--- src/rtl/tier_rst_pkg.sv ---
package tier_rst_pkg;

   typedef enum logic [1:0] {
      TIER_NONE = 2'd0,
      TIER_PART = 2'd1,
      TIER_FULL = 2'd2
   } tier_e;

   // round a time up to whole clock periods
   function automatic int unsigned ns_to_cycles(input int unsigned t_ns,
                                                input int unsigned clk_ns);
      return (t_ns + clk_ns - 1) / clk_ns;
   endfunction

endpackage

--- src/rtl/tier_rst_sync.sv ---
module tier_rst_sync #(
   parameter int unsigned STAGES = 2
) (
   input  logic clk,
   input  logic rst_n,
   input  logic d,
   output logic q
);
   if (STAGES < 2) begin : g_bad_stages
      $error("tier_rst_sync: STAGES must be at least 2");
   end

   logic [STAGES-1:0] chain;

   for (genvar i = 0; i < STAGES; i++) begin : g_stage
      if (i == 0) begin : g_first
         always_ff @(posedge clk or negedge rst_n) begin
            if (!rst_n) chain[0] <= 1'b0;
            else        chain[0] <= d;
         end
      end else begin : g_next
         always_ff @(posedge clk or negedge rst_n) begin
            if (!rst_n) chain[i] <= 1'b0;
            else        chain[i] <= chain[i-1];
         end
      end
   end

   assign q = chain[STAGES-1];
endmodule

--- src/rtl/tier_rst_edge.sv ---
module tier_rst_edge (
   input  logic clk,
   input  logic rst_n,
   input  logic lvl,
   output logic rise
);
   logic lvl_d;

   always_ff @(posedge clk or negedge rst_n) begin
      if (!rst_n) lvl_d <= 1'b0;
      else        lvl_d <= lvl;
   end

   assign rise = lvl & ~lvl_d;
endmodule

--- src/rtl/tier_rst_arb.sv ---
module tier_rst_arb
   import tier_rst_pkg::*;
(
   input  logic  sw_full,
   input  logic  sw_part,
   input  logic  trig_rise,
   input  logic  en_full,
   input  logic  en_part,
   output logic  full_any,
   output logic  part_any,
   output tier_e tier
);
   always_comb begin
      full_any = sw_full | (trig_rise & en_full);
      part_any = sw_part | (trig_rise & en_part);
      // the wider scope wins
      if (full_any)      tier = TIER_FULL;
      else if (part_any) tier = TIER_PART;
      else               tier = TIER_NONE;
   end
endmodule

--- src/rtl/tier_rst_holdoff.sv ---
module tier_rst_holdoff
   import tier_rst_pkg::*;
#(
   parameter int unsigned HOLD_FULL = 4,
   parameter int unsigned HOLD_PART = 8
) (
   input  logic  clk,
   input  logic  por_n,
   input  logic  por_ok,
   input  tier_e tier,
   output logic  core_rst_n,
   output logic  fifo_rst_n,
   output logic  meas_en
);
   localparam int unsigned HOLD_MAX = (HOLD_FULL > HOLD_PART) ? HOLD_FULL : HOLD_PART;
   localparam int unsigned CNT_W    = $clog2(HOLD_MAX + 1);
   localparam logic [CNT_W-1:0] LOAD_FULL = CNT_W'(HOLD_FULL);
   localparam logic [CNT_W-1:0] LOAD_PART = CNT_W'(HOLD_PART);

   if (HOLD_FULL < 2 || HOLD_PART < 2) begin : g_bad_hold
      $error("tier_rst_holdoff: hold-off must cover at least 2 cycles");
   end

   logic [CNT_W-1:0] cnt;
   logic             core_act;
   logic             fifo_act;

   always_ff @(posedge clk or negedge por_n) begin
      if (!por_n) begin
         cnt      <= LOAD_FULL;
         core_act <= 1'b1;
         fifo_act <= 1'b1;
      end else if (!por_ok) begin
         cnt      <= LOAD_FULL;
         core_act <= 1'b1;
         fifo_act <= 1'b1;
      end else begin
         unique case (tier)
            TIER_FULL: begin
               cnt      <= LOAD_FULL;
               core_act <= 1'b1;
               fifo_act <= 1'b1;
            end
            TIER_PART: begin
               cnt      <= LOAD_PART;
               core_act <= 1'b1;
               fifo_act <= 1'b0;
            end
            default: begin
               if (cnt != '0) cnt <= cnt - 1'b1;
               core_act <= 1'b0;
               fifo_act <= 1'b0;
            end
         endcase
      end
   end

   assign core_rst_n = ~core_act;
   assign fifo_rst_n = ~fifo_act;
   assign meas_en    = (cnt == '0);
endmodule

--- src/rtl/tier_rst_ctrl.sv ---
module tier_rst_ctrl
   import tier_rst_pkg::*;
#(
   parameter int unsigned CLK_NS      = 10,
   parameter int unsigned FULL_NS     = 40,
   parameter int unsigned PART_NS     = 75,
   parameter int unsigned SYNC_STAGES = 2
) (
   input  logic clk,
   input  logic por_n,
   input  logic sw_full_req,
   input  logic sw_part_req,
   input  logic trig_pin,
   input  logic trig_full_en,
   input  logic trig_part_en,
   output logic cfg_rst_n,
   output logic core_rst_n,
   output logic fifo_rst_n,
   output logic meas_en
);
   localparam int unsigned HOLD_FULL = ns_to_cycles(FULL_NS, CLK_NS);
   localparam int unsigned HOLD_PART = ns_to_cycles(PART_NS, CLK_NS);

   if (CLK_NS == 0) begin : g_bad_clk
      $error("tier_rst_ctrl: CLK_NS must be nonzero");
   end

   logic  por_ok;
   logic  trig_sync;
   logic  trig_rise;
   logic  full_any;
   logic  part_any;
   tier_e tier;

   tier_rst_sync #(.STAGES(2)) u_por_sync (
      .clk   (clk),
      .rst_n (por_n),
      .d     (1'b1),
      .q     (por_ok)
   );

   tier_rst_sync #(.STAGES(SYNC_STAGES)) u_trig_sync (
      .clk   (clk),
      .rst_n (por_n),
      .d     (trig_pin),
      .q     (trig_sync)
   );

   tier_rst_edge u_trig_edge (
      .clk   (clk),
      .rst_n (por_n),
      .lvl   (trig_sync),
      .rise  (trig_rise)
   );

   tier_rst_arb u_arb (
      .sw_full   (sw_full_req),
      .sw_part   (sw_part_req),
      .trig_rise (trig_rise),
      .en_full   (trig_full_en),
      .en_part   (trig_part_en),
      .full_any  (full_any),
      .part_any  (part_any),
      .tier      (tier)
   );

   tier_rst_holdoff #(
      .HOLD_FULL (HOLD_FULL),
      .HOLD_PART (HOLD_PART)
   ) u_hold (
      .clk        (clk),
      .por_n      (por_n),
      .por_ok     (por_ok),
      .tier       (tier),
      .core_rst_n (core_rst_n),
      .fifo_rst_n (fifo_rst_n),
      .meas_en    (meas_en)
   );

   assign cfg_rst_n = por_ok;
endmodule

--- config.mk ---
export PLATFORM = sky130hd
export DESIGN_NAME = tier_rst_ctrl
export DESIGN_NICKNAME = d
export VERILOG_FILES = /design/src/rtl/tier_rst_pkg.sv /design/src/rtl/tier_rst_sync.sv /design/src/rtl/tier_rst_edge.sv /design/src/rtl/tier_rst_arb.sv /design/src/rtl/tier_rst_holdoff.sv /design/src/rtl/tier_rst_ctrl.sv
export SDC_FILE = /design/constraint.sdc
export NUM_CORES = 1
export LEC_CHECK = 0
export CORE_AREA = 5 5 42 44
export DETAILED_ROUTE_END_ITERATION = 6
export DIE_AREA = 0 0 47 49
export HOLD_SLACK_MARGIN = 0.1
export PLACE_DENSITY = 0.6
export RECOVER_POWER = 100
export SETUP_SLACK_MARGIN = 0.4
export SYNTH_ARGS = -nofsm -noshare
export SYNTH_HDL_FRONTEND = slang
export SYNTH_SLANG_ARGS = --single-unit
--- constraint.sdc ---
create_clock -name clk -period 2.69 [get_ports clk]
set_input_delay 0.269 -clock clk [delete_from_list [all_inputs] [get_ports clk]]
set_output_delay 0.269 -clock clk [all_outputs]
set_load 0.005 [all_outputs]
==> impl_metrics.yaml <==
synth:
  synthMuxAreaShare: 0.0222
  synthAdderAreaFrac: 0.0278
  synth-simple-area-share: 0.153
  synth_seq_area_share: 0.619
  avgSynthCellArea_um2: 12.2
  syn_nets: 45
  synthXorXnorAreaFrac: 0.0194
  synthArstFlopShare: 1.00
  syn_inst: 37
  ys_top_cells_by_area: "dfrtp_1 44%, dfstp_2 18%, inv_1 5.0%"
  synth_edf_count: 0
  netlist_area_um2: 450
  yosys.area.top_type: "dfrtp_1"
  synth_most_common_cell: "dfrtp_1"
  ys_ff_latch: 11
  ys_warn_count: 0
  synth-main-ff-cell: "dfrtp_1"
  yosysUniqueCellTypes: 21
  synth.top_cell.area_share: 0.444
  synth_compound_area_frac: 0.100
  synth_top_family_by_area: "simple AND/OR/NAND/NOR gates"
  yosys-top-cells-count: "8 x dfrtp_1, 6 x inv_1, 3 x dfstp_2"
route:
  antenna_left: 0
  first_pass_iters: 2
  routedWlPerCell_um: 10.0
  drc: 0
  vias: 291
  dr.first_iter.drc_count: 1
  vias_per_cell: 4.34
  wl_um: 671
place:
  portBuffers: 10
  place_inst: 63
  gp_congestion: 0.747
  dpl.hpwl_um: 529
floorplanning:
  ios: 11
  dieArea_um2: 2300
  row_count: 14
  die_w_um: 47
  coreArea_um2: 1400
  die_h_um: 49
  initial_core_util: 0.321
cells_and_area:
  n_antenna_cell: 0
  drive_above_1_share: 0.157
  area_growth_pct: 30.8
  stdcell_count: 67
  nets: 60
sta:
  fin_skew_ns: 0.00560
  drv_slew: 0
  min_period_ns: 2.05
  setup_viol: 0
  rsz0062_at_grt: "false"
  finalHoldViolations: 0
  fin_crit_sh: 0.764
  setup_tns_ns: 0
  max_freq_ghz: 0.487
worst_setup_path:
  r2r_start: "u_hold.cnt[0]"
  crit_path_end_kind: "output port"
  cpPeakStageDelay_ns: 0.60
  cp.arrival_ns: 1.79
  startpoint_type: "flop"
  reg2reg_depth: 5
  crit_family: "buffers and inverters"
  worst-path-buf-inv: 2
  worstSetupPathType: "flop to output port"
  rrSetupSlack_ns: 1.35
  crit_required_ns: 2.42
  cpMaxStageDelayCell: "dlygate4sd3_1"
  cp.depth: 4
  rr_endpoint: "u_hold.cnt[1]"
  cp_max_fo: 4
  path_cells: "inv_1, ha_1, nor3b_4, dlygate4sd3_1"
job:
  cap_violations: 0
clocking:
  clkSinkCount: 11
  clkLatencyLatePin_ns: 0.27
  cts_tree: "done"
  cts_resized: 0
  ctsHoldBuffers: 0
  root_buffer: "clkbuf_4"
  clkSlewWorstSetupHoldPaths_ns: 0.07
  post-cts-setup-buffers: 0
  clockBufferDepth: 2
  h-tree-depth: 1
  numCtsBuffers: 3
worst_hold_path:
  hp-class: "flop to flop"
  hold_depth: 0
  min_from: "u_por_sync.chain[0]"
  min_to: "u_por_sync.q"
global_routing:
  antenna_found_initial: 0
  track_usage: 0.0757
  grt_pass1_vias: 289
  grt_max_degree: 12
  grt_overflow: 0
  grt_first_pass_wirelength_um: 1230
pwr:
  ir_worst_vdd_uv: 212
  power.total_mw: 0.326
  leakage_nw: 0.286
  powerDensity_nw_per_um2: 553
status:
  run_status: "completed"
==> cells in the final DEF (no fill, tap or decap) <==
cell type / count
a21o_1: 1
a21oi_1: 3
and2_2: 1
and3_1: 1
clkbuf_1: 1
clkbuf_4: 3
clkdlybuf4s50_1: 4
conb_1: 1
dfrtp_1: 8
dfstp_2: 3
dlygate4sd3_1: 6
ha_1: 1
inv_1: 6
mux2i_1: 1
nand2_1: 1
nand2b_1: 1
nand3b_1: 1
nor2_1: 2
nor2b_1: 1
nor3_1: 1
nor3b_4: 1
o211a_1: 1
o21ai_0: 1
xnor2_1: 1
==> layer usage <==
layer,part of all wire,vias to the layer above,GRT usage
li1,-,144,-
met1,0.47,137,0.0986
met2,0.45,8,0.0950
met3,0.054,2,0.0221
met4,0.028,0,0.0691
met5,0,-,0
==> report_power, final <==
group          leakage (nW)  switching (mW)  internal, mW
registers             0.131         0.00495         0.175
logic                 0.140          0.0149        0.0206
clock network        0.0150          0.0529        0.0574
==> sequential cells by signal (all words and copies together) (netlist names) <==
name and count:
u_trig_sync.q 1, u_hold.cnt 4, u_por_sync.q 1, u_por_sync.chain 1, u_trig_edge.lvl_d 1, u_hold.core_act 1, u_hold.fifo_act 1, u_trig_sync.chain 1
==> stage by stage <==
| stage | utilization | worst slack [ns] | area [um^2] | hold WS (ns) |
|---|---|---|---|---|
| 2_1_floorplan | - | 1.40 | 450 | -0.0266 |
| 5_1_grt | 0.421 | 0.522 | 589 | 0.367 |
| 3_3_place_gp | 0.407 | 1.01 | 571 | 0.335 |
| 3_5_place_dp | 0.407 | 0.973 | 571 | 0.335 |
| 4_1_cts | 0.426 | 0.669 | 597 | 0.334 |
| 6_report | 0.421 | 0.636 | 589 | 0.350 |
==> kinds of logic after synthesis <==
kind of cell    after synthesis
compound gates                6
xor+xnor                      1
fa+ha+maj                     1
buf+inv                       6
flops                        11
mux                           1
other cells                   1
simple gates                 10
==> cell type report <==
type | instances | area, um^2
clock buffer | 4 | 26.3
multi-input combinational | 20 | 141
tap | 16 | 20.0
inverter | 6 | 22.5
fill | 145 | 812
timing repair buffer | 10 | 100
sequential | 11 | 279
==> worst max-delay path by stage <==
stage	from	to	slack, ns
global placement	u_hold.cnt[0]	meas_en	1.01
CTS	u_hold.cnt[0]	meas_en	0.67
detailed placement	u_hold.cnt[0]	meas_en	0.97
finish	u_hold.cnt[0]	meas_en	0.64
global route	u_hold.cnt[0]	meas_en	0.52
floorplan	u_hold.cnt[0]	u_hold.cnt[1]	1.40
Power figures use the tool's default switching activity.
